===== src/rtl/mdu_pkg.sv =====
package mdu_pkg;
  typedef enum logic [1:0] {
    MD_SHIFT    = 2'b00,
    MD_BYTE     = 2'b01,
    MD_NINE_FIX = 2'b10,
    MD_NINE_VAR = 2'b11
  } mdu_mode_e;

  typedef enum logic {
    RX_IDLE = 1'b0,
    RX_RUN  = 1'b1
  } rx_state_e;
endpackage


===== src/rtl/mdu_tx.sv =====
module mdu_tx #(
  parameter int unsigned OVS = 16,
  parameter int unsigned DW  = 8
) (
  input  logic          clk,
  input  logic          rst_n,
  input  logic          tick,
  input  logic          active,
  input  logic          nine,
  input  logic          tb8,
  input  logic          wr,
  input  logic [DW-1:0] wdata,
  input  logic          ti_clr,
  output logic          txd,
  output logic          ti
);
  localparam int unsigned CW = $clog2(OVS);
  localparam int unsigned SW = DW + 2;
  localparam int unsigned IW = $clog2(DW + 4);

  logic          busy_q, busy_d;
  logic          txd_q, txd_d;
  logic          ti_q, ti_d;
  logic [SW-1:0] sh_q, sh_d;
  logic [IW-1:0] idx_q, idx_d;
  logic [IW-1:0] stop_q, stop_d;
  logic [CW-1:0] cnt_q, cnt_d;

  always_comb begin
    busy_d = busy_q;
    txd_d  = txd_q;
    sh_d   = sh_q;
    idx_d  = idx_q;
    stop_d = stop_q;
    cnt_d  = cnt_q;
    ti_d   = ti_q & ~ti_clr;
    if (!busy_q) begin
      if (wr && active) begin
        busy_d = 1'b1;
        txd_d  = 1'b0;
        sh_d   = {1'b1, (nine ? tb8 : 1'b1), wdata};
        stop_d = nine ? IW'(DW + 2) : IW'(DW + 1);
        idx_d  = '0;
        cnt_d  = '0;
      end
    end else if (tick) begin
      if (cnt_q == CW'(OVS - 1)) begin
        cnt_d = '0;
        if (idx_q == stop_q) begin
          busy_d = 1'b0;
        end else begin
          idx_d = idx_q + IW'(1);
          txd_d = sh_q[0];
          sh_d  = {1'b1, sh_q[SW-1:1]};
          if (idx_q + IW'(1) == stop_q) ti_d = 1'b1;
        end
      end else begin
        cnt_d = cnt_q + CW'(1);
      end
    end
  end

  always_ff @(posedge clk or negedge rst_n) begin
    if (!rst_n) begin
      busy_q <= 1'b0;
      txd_q  <= 1'b1;
      ti_q   <= 1'b0;
      sh_q   <= '1;
      idx_q  <= '0;
      stop_q <= '0;
      cnt_q  <= '0;
    end else begin
      busy_q <= busy_d;
      txd_q  <= txd_d;
      ti_q   <= ti_d;
      sh_q   <= sh_d;
      idx_q  <= idx_d;
      stop_q <= stop_d;
      cnt_q  <= cnt_d;
    end
  end

  assign txd = txd_q;
  assign ti  = ti_q;

  assert_idle_line_R2: assert property (@(posedge clk) disable iff (!rst_n)
    !busy_q |-> txd_q);
  assert_ti_at_stop_R4: assert property (@(posedge clk) disable iff (!rst_n)
    $rose(ti_q) |-> (busy_q && txd_q && idx_q == stop_q));
  assert_busy_write_R5: assert property (@(posedge clk) disable iff (!rst_n)
    (busy_q && wr && !tick) |=> ($stable(idx_q) && $stable(sh_q)));
endmodule


===== src/rtl/mdu_rx.sv =====
module mdu_rx
  import mdu_pkg::*;
#(
  parameter int unsigned OVS = 16,
  parameter int unsigned DW  = 8
) (
  input  logic          clk,
  input  logic          rst_n,
  input  logic          tick,
  input  logic          enable,
  input  logic          nine,
  input  logic          sm2,
  input  logic          rxd,
  input  logic          addr_ok,
  input  logic          ri_clr,
  input  logic          fe_clr,
  output logic [DW-1:0] cand,
  output logic [DW-1:0] rx_data,
  output logic          rb8,
  output logic          ri,
  output logic          fe
);
  localparam int unsigned CW    = $clog2(OVS);
  localparam int unsigned IW    = $clog2(DW + 4);
  localparam int unsigned P_MID = OVS / 2;

  rx_state_e     st_q, st_d;
  logic          s1_q, s2_q, s3_q;
  logic [CW-1:0] cnt_q, cnt_d;
  logic [IW-1:0] idx_q, idx_d;
  logic [IW-1:0] stop_q, stop_d;
  logic          v7_q, v7_d, v8_q, v8_d;
  logic [DW-1:0] sh_q, sh_d;
  logic          nb_q, nb_d;
  logic [DW-1:0] data_q, data_d;
  logic          rb8_q, rb8_d, ri_q, ri_d, fe_q, fe_d;
  logic          vote, nb_f, keep;

  always_comb begin
    st_d   = st_q;
    cnt_d  = cnt_q;
    idx_d  = idx_q;
    stop_d = stop_q;
    v7_d   = v7_q;
    v8_d   = v8_q;
    sh_d   = sh_q;
    nb_d   = nb_q;
    data_d = data_q;
    rb8_d  = rb8_q;
    ri_d   = ri_q & ~ri_clr;
    fe_d   = fe_q & ~fe_clr;
    vote   = (v7_q & v8_q) | (v7_q & s2_q) | (v8_q & s2_q);
    nb_f   = (stop_q == IW'(DW + 2)) ? nb_q : vote;
    keep   = !sm2 || (nb_f && ((stop_q == IW'(DW + 1)) || addr_ok));
    unique case (st_q)
      RX_IDLE: begin
        if (enable && s3_q && !s2_q) begin
          st_d   = RX_RUN;
          cnt_d  = '0;
          idx_d  = '0;
          stop_d = nine ? IW'(DW + 2) : IW'(DW + 1);
        end
      end
      RX_RUN: begin
        if (!enable) begin
          st_d = RX_IDLE;
        end else if (tick) begin
          if (cnt_q == CW'(OVS - 1)) begin
            cnt_d = '0;
            idx_d = idx_q + IW'(1);
          end else begin
            cnt_d = cnt_q + CW'(1);
          end
          if (cnt_q == CW'(P_MID - 1)) v7_d = s2_q;
          if (cnt_q == CW'(P_MID))     v8_d = s2_q;
          if (cnt_q == CW'(P_MID + 1)) begin
            if (idx_q == '0) begin
              if (vote) st_d = RX_IDLE;
            end else if (idx_q <= IW'(DW)) begin
              sh_d = {vote, sh_q[DW-1:1]};
            end else if (idx_q != stop_q) begin
              nb_d = vote;
            end else begin
              st_d = RX_IDLE;
              if (!vote) fe_d = 1'b1;
              if (keep) begin
                data_d = sh_q;
                rb8_d  = nb_f;
                ri_d   = 1'b1;
              end
            end
          end
        end
      end
      default: st_d = RX_IDLE;
    endcase
  end

  always_ff @(posedge clk or negedge rst_n) begin
    if (!rst_n) begin
      st_q   <= RX_IDLE;
      s1_q   <= 1'b1;
      s2_q   <= 1'b1;
      s3_q   <= 1'b1;
      cnt_q  <= '0;
      idx_q  <= '0;
      stop_q <= '0;
      v7_q   <= 1'b1;
      v8_q   <= 1'b1;
      sh_q   <= '0;
      nb_q   <= 1'b0;
      data_q <= '0;
      rb8_q  <= 1'b0;
      ri_q   <= 1'b0;
      fe_q   <= 1'b0;
    end else begin
      st_q   <= st_d;
      s1_q   <= rxd;
      s2_q   <= s1_q;
      s3_q   <= s2_q;
      cnt_q  <= cnt_d;
      idx_q  <= idx_d;
      stop_q <= stop_d;
      v7_q   <= v7_d;
      v8_q   <= v8_d;
      sh_q   <= sh_d;
      nb_q   <= nb_d;
      data_q <= data_d;
      rb8_q  <= rb8_d;
      ri_q   <= ri_d;
      fe_q   <= fe_d;
    end
  end

  assign cand    = sh_q;
  assign rx_data = data_q;
  assign rb8     = rb8_q;
  assign ri      = ri_q;
  assign fe      = fe_q;

  assert_ri_rule_R8: assert property (@(posedge clk) disable iff (!rst_n)
    $rose(ri_q) |-> (!$past(sm2) || rb8_q));
  assert_data_on_accept_R6: assert property (@(posedge clk) disable iff (!rst_n)
    !$stable(data_q) |-> ri_q);
  assert_fe_sticky_R12: assert property (@(posedge clk) disable iff (!rst_n)
    (fe_q && !fe_clr) |=> fe_q);
  assert_off_idle_R14: assert property (@(posedge clk) disable iff (!rst_n)
    !enable |=> (st_q == RX_IDLE));
endmodule


===== src/rtl/mdu_addr_filter.sv =====
module mdu_addr_filter #(
  parameter int unsigned DW = 8
) (
  input  logic [DW-1:0] cand,
  input  logic [DW-1:0] addr,
  input  logic [DW-1:0] mask,
  output logic          hit
);
  logic [DW-1:0] bcast;
  logic          own_hit, bc_hit;

  always_comb begin
    bcast   = addr | mask;
    own_hit = ((cand ^ addr) & mask) == '0;
    bc_hit  = (cand & bcast) == bcast;
    hit     = own_hit | bc_hit;
  end
endmodule


===== src/rtl/mdrop_uart.sv =====
module mdrop_uart
  import mdu_pkg::*;
#(
  parameter int unsigned OVS = 16,
  parameter int unsigned DW  = 8
) (
  input  logic          clk,
  input  logic          rst_n,
  input  logic          tick16,
  input  logic [1:0]    mode,
  input  logic          rx_en,
  input  logic          sm2,
  input  logic          tb8,
  input  logic [DW-1:0] node_addr,
  input  logic [DW-1:0] node_mask,
  input  logic          tx_wr,
  input  logic [DW-1:0] tx_data,
  input  logic          ti_clr,
  input  logic          ri_clr,
  input  logic          frame_err_clr,
  input  logic          rxd,
  output logic          txd,
  output logic          ti,
  output logic          ri,
  output logic          rb8,
  output logic [DW-1:0] rx_data,
  output logic          frame_err
);
  mdu_mode_e     md;
  logic          active, nine, hit;
  logic [DW-1:0] cand;

  assign md     = mdu_mode_e'(mode);
  assign active = (md != MD_SHIFT);
  assign nine   = (md == MD_NINE_FIX) || (md == MD_NINE_VAR);

  mdu_tx #(.OVS(OVS), .DW(DW)) u_tx (
    .clk(clk), .rst_n(rst_n), .tick(tick16), .active(active), .nine(nine),
    .tb8(tb8), .wr(tx_wr), .wdata(tx_data), .ti_clr(ti_clr),
    .txd(txd), .ti(ti)
  );

  mdu_addr_filter #(.DW(DW)) u_filt (
    .cand(cand), .addr(node_addr), .mask(node_mask), .hit(hit)
  );

  mdu_rx #(.OVS(OVS), .DW(DW)) u_rx (
    .clk(clk), .rst_n(rst_n), .tick(tick16), .enable(rx_en && active),
    .nine(nine), .sm2(sm2), .rxd(rxd), .addr_ok(hit), .ri_clr(ri_clr),
    .fe_clr(frame_err_clr), .cand(cand), .rx_data(rx_data), .rb8(rb8),
    .ri(ri), .fe(frame_err)
  );
endmodule


===== config.mk =====
export PLATFORM = sky130hd
export DESIGN_NAME = mdrop_uart
export DESIGN_NICKNAME = d
export VERILOG_FILES = /design/src/rtl/mdu_pkg.sv /design/src/rtl/mdu_tx.sv /design/src/rtl/mdu_rx.sv /design/src/rtl/mdu_addr_filter.sv /design/src/rtl/mdrop_uart.sv
export SDC_FILE = /design/constraint.sdc
export NUM_CORES = 1
export LEC_CHECK = 0
export CORE_MARGIN = 2
export CORE_UTILIZATION = 40
export DETAILED_ROUTE_END_ITERATION = 8
export MAX_ROUTING_LAYER = met4
export PLACE_DENSITY = 0.74
export SLEW_MARGIN = 40
export SYNTH_ARGS = -nofsm -noshare
export SYNTH_HDL_FRONTEND = slang
export SYNTH_SLANG_ARGS = --single-unit

===== constraint.sdc =====
create_clock -name clk -period 2.9 [get_ports clk]
set_clock_uncertainty 0.15 [all_clocks]
set_input_delay 0.58 -clock clk [delete_from_list [all_inputs] [get_ports clk]]
set_output_delay 0.58 -clock clk [all_outputs]
set_load 0.03 [all_outputs]

=== After elaboration in Yosys (flattened, before gate mapping) ===
Index checks and enable logic that the tools add are counted.

* Flip-flop bits (word level): 63
* Input port bits: 37
* Output and inout port bits: 13

* $add $sub $neg: 4
* $lt $le $gt $ge: 1
* Equality and inequality tests: 20
* Muxes and demuxes: 65
* Bitwise operators: 21
* Reductions and logical operators: 25

{| class="wikitable"
|+ Operators by type and width
! kind !! count
|-
| two-way mux 4 bit || 15
|-
| two-way mux 10 bit || 5
|-
| two-way mux 1 bit || 41
|-
| equality test 4 bit (second input constant) || 6
|-
| adder 4 x 1 -> 4 bit (second input constant) || 4
|-
| AND 8 bit || 2
|-
| one-hot mux 4 bit (2 select lines) || 2
|-
| AND reduction 4 bit || 4
|-
| inequality test 2 bit (second input constant) || 5
|-
| equality test 4 bit || 2
|-
| equality test 8 bit || 1
|-
| zero test 8 bit || 1
|-
| NOT 1 bit || 8
|-
| bitwise OR 8 bit || 1
|-
| AND reduction 8 bit || 1
|-
| XOR 8 bit || 1
|-
| AND reduction 7 bit || 1
|-
| AND 1 bit || 6
|-
| AND reduction 2 bit || 3
|-
| AND reduction 6 bit || 1
|-
| logical AND 1 bit || 5
|-
| equality test 2 bit (second input constant) || 2
|-
| equality test 4 x 3 -> 1 bit (second input constant) || 1
|-
| <= comparator 4 bit (second input constant) || 1
|-
| 10 further kinds || 17
|}

=== Longest topological paths before layout ===
Gate-level depths: netlist of run 1.

* Word-level depth: 15
* Depth in mapped cells: 7
* Mapped depth without buffers: 7

=== By module ===
A second synthesis of run 1 with hierarchy kept.

* Cells, all modules: 276
* Area, all modules: 3130.5 µm²

{| class="wikitable"
|+ Modules (own cells, without submodules)
! module !! instances !! cells an instance !! area an instance (µm²) !! sequential area each (µm²)
|-
| mdu_rx || 1 || 138 || 1756.7 || 932.1
|-
| mdu_tx || 1 || 109 || 1166.1 || 588.1
|-
| mdu_addr_filter || 1 || 26 || 190.2 || 0.0
|-
| mdrop_uart || 1 || 3 || 17.5 || 0.0
|}

=== Worst setup path before layout of run 1 ===
No wires, ideal clock.

* Path type: in2reg
* From: input node_addr[6]
* To: register u_rx.data_q[0], in the netlist u_rx.rx_data[0]
* Arrival time: 2.056 ns
* Data required time: 2.625 ns
* Path slack: 0.570 ns
* Stages on the path: 5
* Path buffers: 0
* Cells stage by stage: o21bai_1 -> o2111ai_1 -> or3_1 -> a311oi_4 -> mux2_2

* Cells in the longest elaborated chain, start to end: 8
* Elaborated cells on any way between the ends: 11
* Those cells by class: eq/ne (1); bitwise (5); reduce/logical (5)

{| class="wikitable"
|+ Ends and longest elaborated chain
! what !! line !! source
|-
| start: declaration || mdrop_uart.sv:14 || <nowiki>input logic [DW-1:0] node_addr,</nowiki>
|-
| bitwise OR 8 bit or XOR 8 bit (tied branches) || mdu_addr_filter.sv:13, mdu_addr_filter.sv:14 ||
|-
| AND 8 bit (on tied branches) || mdu_addr_filter.sv:15, mdu_addr_filter.sv:14 ||
|-
| equality test 8 bit or zero test 8 bit (tied branches) || mdu_addr_filter.sv:15, mdu_addr_filter.sv:14 ||
|-
| bitwise OR 1 bit * || mdu_addr_filter.sv:16 || <nowiki>hit = own_hit | bc_hit;</nowiki>
|-
| logical OR 1 bit * || mdu_rx.sv:54 || <nowiki>keep = !sm2 || (nb_f && ((stop_q == IW'(DW + 1)) || addr_ok));</nowiki>
|-
| logical AND 1 bit * || mdu_rx.sv:54 ||
|-
| logical OR 1 bit * || mdu_rx.sv:54 ||
|-
| AND reduction 8 bit (no line) * || n/a ||
|-
| end signal: assignment || mdu_rx.sv:128 || <nowiki>data_q <= data_d;</nowiki>
|-
| end: declaration || mdu_rx.sv:35 || <nowiki>logic [DW-1:0] data_q, data_d;</nowiki>
|}

Every way passes the cells marked *; elsewhere a longest branch is shown, timed or not.
A chain may end at the register's enable or synchronous reset.

=== Worst setup path after layout of run 1 ===
* From: input node_addr[6]
* To: register u_rx.data_q[3], in the netlist u_rx.rx_data[3]

Same word-level chain as after synthesis.

==> results.ini, run 1 <==
[setup_path]
reg2reg_from=u_rx.idx_q[3]$_DFFE_PN0P_
crit_type=in2reg
reg2reg_depth=6
regToRegEndpoint=u_rx.rx_data[3]$_DFFE_PN0P_
worstPathMaxFanout=9
cp-end-kind=flop
arrival_ns=2.60
critPathRequiredTime_ns=2.98
start_kind=input port
r2r_slack_ns=0.64

[clock_tree]
htreeDepth=3
cts_root_buffer=clkbuf_8
clockBufferDepth=2
post-cts-setup-buffers=0
path_clk_slew_ns=0.07
hold_buffers=0
numCtsBuffers=9
cts_tree=yes
clk-insertion-delay-late_ns=0.34
cts_resized=0
clock_sinks=60

[logic_synthesis]
synth_edf_count=0
synth_nets=324
yosys.area_share.xor_xnor_pct=6.38
synth-seq-cells=60
synth_compound_area_share_pct=11.1
ys_seq_area_share_pct=50.3
ys_warn_count=0
synth_area_um2=3020
yosys.area_share.adder_pct=3.23
syn_inst=280
synth-simple-area-share_pct=15.7
synth_top_family_by_area=simple AND/OR/NAND/NOR gates
yosysUniqueCellTypes=49
synth_mux_area_share_pct=11.1
yosys_most_used_dff=dfrtp_1
postSynthAreaPerCell_um2=10.8
ys_async_sr_fraction_pct=100

[sta]
period_needed_ns=2.53
final-max-slew-violation-count=0
worst_slack_ns=0.374
period_share_pct=87.1
relSlewSlack_pct=55.3
hold_slack_ns=0.0200
worst_pin_slew_ns=0.666
finalSetupTns_ns=0
hold_violations=0
rsz0062_at_grt=no
max_freq_mhz=396
setup_violations=0

[floorplanning]
core_um2=7290
die-area_um2=8260
die_y_um=90.9
io_pins=50
fp-row-count=31
initial_core_util_pct=41.4
fp.dieW_um=90.9

[pwr]
power.internal_mw=1.60
switching_power_uw=610
fin_total_pwr_mw=2.21
p_leak_nw=1.74
p_comb_share_pct=16.8
irDropWorstVdd_uv=310
p_seq_share_pct=49.4
clkPwrFrac_pct=33.7
swShare_pct=27.6
power_density_nw_per_um2=567

[placed_design]
place_ws_ns=0.0171
hpwl_mm=4.70
numPortBuffers=49
placed_area_um2=3700
placed_cells=433
globalplace.congestion=0.819

[run]
maxCapViolCount=0

[global_route]
grt_pass1_vias=2259
grt_pass1_wl_mm=10.9
antenna_found_initial=0
grt_overflow=0
track_usage_pct=17.1
grt_max_degree=35

[route]
vias=2261
routedWlPerCell_um=14.1
wl_mm=6.31
drc_errors=0
antenna_left=0
drt_pass1_iterations=4
initialDrtViolationCount=120
vias_per_cell=5.04

[cells_and_area]
multiInputGateArea_um2=1440
utilization_pct=53.4
diodes=0
drive_above_1_share_pct=20.3
nets=389
seqCellArea_um2=1520
nFillCells=691
final_cells=449
area_growth_pct=29.0
final_area_um2=3890

[run_status]
status=completed

[min_path]
hp-class=in2async

-- routing by layer --
metal,vias to the layer above,GRT usage (%),part of all wire (%)
li1,1121,-,-
met1,1091,21.1,45
met2,38,27.2,50
met3,11,4.42,3.3
met4,0,6.44,1.7
met5,-,-,0
-- logic make-up after synthesis --
logic type,after synthesis
and+or+nand+nor,93
DFF,60
AOI/OAI and AO/OA,50
muxes,31
xor gates and xnor gates,22
buffers and inverters,16
adders and majority gates,8
-- worst max-delay path: stages --
cell and delay (ns):
clkdlybuf4s50_1 0.44, o21bai_1 0.19, o2111ai_1 0.13, or3_1 0.44, a311oi_4 0.32, buf_12 0.17
mux2_2 0.34
-- placed cells by master, fill, tap and decap left out, types with 4 or more instances in the layout --
master           instances
dfrtp_1                 45
nand3_1                  8
o21ai_0                 14
nor2_1                  24
xnor2_1                  5
ha_1                     7
o22ai_1                  4
dfstp_2                 15
mux2_2                  19
buf_4                   11
nand4_1                  4
a22oi_1                  4
mux2i_1                 12
nor3b_1                  4
nand2_1                 30
xor2_1                  17
clkbuf_8                10
inv_1                   10
a21oi_1                 11
clkdlybuf4s50_1         48
-- power by group through the flow --
stage / logic, mW / registers [mW] / clock network, mW
2_1_floorplan: 0.256 / 1.08 / 0
3_3_place_gp: 0.363 / 1.10 / 0
3_5_place_dp: 0.377 / 1.11 / 0
4_1_cts: 0.378 / 1.09 / 0.767
5_1_grt: 0.427 / 1.11 / 0.801
6_report: 0.372 / 1.09 / 0.745
-- state kept, by name (all words and copies together), names as in the netlist, 3 cells and up --
signal,cells
u_tx.sh_q,9
u_rx.rx_data,8
u_tx.idx_q,4
u_rx.cnt_q,4
u_tx.stop_q,3
u_rx.stop_q,3
u_rx.idx_q,4
u_rx.cand,8
u_tx.cnt_q,4
-- Yosys cell counts (4+ instances only) --
library cell  count  area share (%)
o21ai_0          14             2.3
nor3b_1           4            0.99
nand4_1           4            0.83
dfrtp_1          45              37
mux2_2           19             7.1
mux2i_1          12             4.0
inv_1            10             1.2
nand3_1           8             1.3
xor2_1           17             4.9
clkbuf_1          4            0.50
nand2_1          30             3.7
ha_1              7             2.9
nor2_1           24             3.0
xnor2_1           5             1.4
o22ai_1           4            0.83
a22oi_1           4            0.99
a21oi_1          11             1.8
dfstp_2          15              13
-- worst max path at each step --
stage                 start                          end  slack, ns  depth (start not counted)
3_3_place_gp   node_addr[6]  u_rx.rx_data[6]$_DFFE_PN0P_       0.10                          7
4_1_cts        node_addr[6]  u_rx.rx_data[3]$_DFFE_PN0P_       0.38                          7
5_1_grt        node_addr[6]  u_rx.rx_data[1]$_DFFE_PN0P_       0.32                          7
3_5_place_dp   node_addr[6]  u_rx.rx_data[4]$_DFFE_PN0P_       0.02                          7
2_1_floorplan  node_addr[6]  u_rx.rx_data[0]$_DFFE_PN0P_       0.57                          5
6_report       node_addr[6]  u_rx.rx_data[3]$_DFFE_PN0P_       0.37                          7
-- layout make-up --
type                    instances  area share, %
clock buffers                  11           3.63
clock inverters                 5           1.35
inverters                      10          0.964
multi-input cells             204           36.9
flip-flops and latches         60           39.0
well taps                      99           3.18
repair buffers                 60           15.0
No activity file was read; power rests on OpenSTA's default activity.
==> run 2: changes to the inputs <==
SKIP_CTS_REPAIR_TIMING = 1   (was default)
==> results of run 2 <==
Same layout as run 1: the final DEF is identical, and so are final timing and power.
==> run 3: changes to the inputs <==
CELL_PAD_IN_SITES_DETAIL_PLACEMENT = 1   (was default)
CELL_PAD_IN_SITES_GLOBAL_PLACEMENT = 1   (was default)
CORE_UTILIZATION = 38   (was 40)
PLACE_DENSITY = 0.72   (was 0.74)
clock period = 2.3 ns   (was 2.9 ns; I/O delays follow)
==> run 3 against run 2 <==
Compared with the run above:
- total power rose by 29%
- sequential power rose by 26%
- clock power rose by 29%
- non-clock buffer count rose by 28
- die area rose by 5.0%
- hold slack improved by 0.19 ns
- global-route usage rose by 1.7 points
- sequential cell count did not move
- sequential share of layout area fell by 2.6 points
- design area rose by 7.2%
- critical path type unchanged
- critical endpoint unchanged
- highest routed layer unchanged
==> results.ini, run 3 (same netlist as run 1, synthesis figures left out) <==
[run_status]
status=completed  ; unchanged

[floorplanning]
die_y_um=93.2  ; was 90.9 µm
core_um2=7730  ; was 7290 µm²
initial_core_util_pct=39.1  ; was 41.4%
die-area_um2=8680  ; was 8260 µm²
io_pins=50  ; unchanged
fp-row-count=32  ; was 31
fp.dieW_um=93.2  ; was 90.9 µm

[clock_tree]
htreeDepth=3  ; unchanged
cts_root_buffer=clkbuf_8  ; unchanged
path_clk_slew_ns=0.07  ; about the same
clk-insertion-delay-late_ns=0.34  ; about the same
clock_sinks=60  ; unchanged
cts_tree=yes  ; unchanged
numCtsBuffers=9  ; unchanged
clockBufferDepth=2  ; unchanged

[route]
initialDrtViolationCount=57  ; was 120
vias=2456  ; was 2,261
drt_pass1_iterations=4  ; unchanged
routedWlPerCell_um=15.9  ; was 14.1 µm
vias_per_cell=5.12  ; was 5.04
wl_mm=7.61  ; was 6.31 mm
antenna_left=0  ; unchanged
drc_errors=0  ; unchanged

[setup_path]
worstPathMaxFanout=5  ; was 9
arrival_ns=2.36  ; was 2.60 ns
critPathRequiredTime_ns=2.38  ; was 2.98 ns
r2r_slack_ns=0.07  ; was 0.64 ns
cp-end-kind=flop  ; unchanged
max_stage_delay_ns=0.44  ; about the same
worst_path_max_delay_cell=clkdlybuf4s50_1  ; unchanged
reg2reg_from=u_rx.idx_q[1]$_DFFE_PN0P_  ; was u_rx.idx_q[3]$_DFFE_PN0P_
path_cells=clkdlybuf4s50_1 -> nor2_1 -> o22ai_1 -> or3_4 -> a311oi_4 -> buf_6 -> mux2_2  ; was clkdlybuf4s50_1 -> o21bai_1 -> o2111ai_1 -> or3_1 -> a311oi_4 -> buf_12 -> mux2_2
start_kind=input port  ; unchanged
crit_type=in2reg  ; unchanged
reg2reg_depth=6  ; unchanged
regToRegEndpoint=u_rx.rx_data[3]$_DFFE_PN0P_  ; unchanged

[placed_design]
placed_area_um2=3860  ; was 3700 µm²
numPortBuffers=49  ; unchanged
placed_cells=457  ; was 433
hpwl_mm=5.61  ; was 4.70 mm
place_ws_ns=-0.465  ; was 0.0171 ns
globalplace.congestion=0.808  ; was 0.819

[cells_and_area]
nets=417  ; was 389
diodes=0  ; unchanged
largest_reg_flops=9  ; unchanged
area_growth_pct=38.2  ; was 29.0%
final_cells=480  ; was 449
final_area_um2=4170  ; was 3890 µm²
mostFrequentLayoutCells=dfrtp_1, clkdlybuf4s50_1, buf_4, nand2_1, nor2_1  ; was clkdlybuf4s50_1, dfrtp_1, nand2_1, nor2_1, mux2_2
drive_above_1_share_pct=27.5  ; was 20.3%
final_common_cell=dfrtp_1  ; was clkdlybuf4s50_1
regMostFlops=u_tx.sh_q  ; unchanged
utilization_pct=54.0  ; was 53.4%

[pwr]
p_comb_share_pct=18.5  ; was 16.8%
power.internal_mw=2.03  ; was 1.60 mW
switching_power_uw=826  ; was 610 µW
irDropWorstVdd_uv=473  ; was 310 µV
p_seq_share_pct=47.9  ; was 49.4%
power_density_nw_per_um2=683  ; was 567 nW/µm²
swShare_pct=29.0  ; was 27.6%
clkPwrFrac_pct=33.6  ; was 33.7%
p_leak_nw=2.00  ; was 1.74 nW

[sta]
setup_violations=0  ; unchanged
hold_violations=0  ; unchanged
finalSetupTns_ns=0  ; unchanged
period_needed_ns=2.28
final-max-slew-violation-count=0  ; unchanged
max_freq_mhz=439
period_share_pct=99.1
relSlewSlack_pct=66.6  ; was 55.3%
worst_pin_slew_ns=0.501  ; was 0.666 ns
worst_slack_ns=0.0201  ; was 0.374 ns

[min_path]
whs_endpoint=u_rx.s2_q$_DFF_PN1_
hold_path_depth=0
hp-class=reg2reg  ; was in2async
hp-start=u_rx.s1_q$_DFF_PN1_

[global_route]
grt_pass1_wl_mm=12.2  ; was 10.9 mm
grt_max_degree=22  ; was 35
grt_overflow=0  ; unchanged
track_usage_pct=18.8  ; was 17.1%
grt_pass1_vias=2512  ; was 2,259
antenna_found_initial=0  ; unchanged

[run]
maxCapViolCount=0  ; unchanged

==> run 3: changes by cell type in the layout (fill, tap and decap cells not counted), moves of 2 or more <==
cell,delta
buf_4,+24
mux2_2,-2
inv_6,+2
buf_6,+2
mux2_4,+2
clkdlybuf4s50_1,-12
dlymetal6s2s_1,+12
==> run 3: worst max-delay path by stage <==
stage | cells past startpoint | slack (ns) | from | to
after floorplan | 5 | 0.09 | node_addr[6] | u_rx.rx_data[0]$_DFFE_PN0P_
after global placement | 7 | -0.40 | node_addr[3] | u_rx.rx_data[1]$_DFFE_PN0P_
after detailed placement | 7 | -0.47 | node_addr[3] | u_rx.rx_data[1]$_DFFE_PN0P_
after CTS | 7 | -0.09 | node_addr[3] | u_rx.rx_data[1]$_DFFE_PN0P_
after global routing | 7 | -0.05 | node_addr[1] | u_rx.rx_data[3]$_DFFE_PN0P_
final | 7 | 0.02 | node_addr[0] | u_rx.rx_data[3]$_DFFE_PN0P_
==> run 3: worst max-delay path, delay by kind of cell <==
family	cells	cell delay [ns]
AOI/OAI and AO/OA	2	0.44
muxes	1	0.33
buffers and inverters	2	0.62
and+or+nand+nor	2	0.51
==> run 3: per-layer routing <==
layer	wire length [µm]	track usage, %	up-vias
met1	3420	23.2	1240
met5	0	-	-
met4	109	7.48	0
met3	155	3.22	8
met2	3930	31.2	30
li1	-	-	1178
==> run 3: area by class of cell <==
cell class	instances	area, µm²
Clock buffer	9	124
Clock inverter	7	73.8
Fill cell	853	3550
Inverter	10	37.5
Multi-Input combinational cell	204	1460
Sequential cell	60	1520
Tap cell	102	128
Timing Repair Buffer	88	831
==> run 3: power by group through the flow <==
stage                     clock, mW  combinational [mW]  sequential (mW)
final                         0.959               0.528             1.37
after global routing           1.04               0.605             1.39
after CTS                     0.994               0.534             1.36
after detailed placement          0               0.530             1.38
after global placement            0               0.509             1.38
after floorplan                   0               0.323             1.36
==> run 3: per-stage QoR <==
step	hold WS, ns	total power, mW
finish	0.209	2.85
global route	0.210	3.03
CTS	-0.0540	2.89
detailed placement	0.198	1.91
global placement	0.197	1.89
floorplan	0.0144	1.68
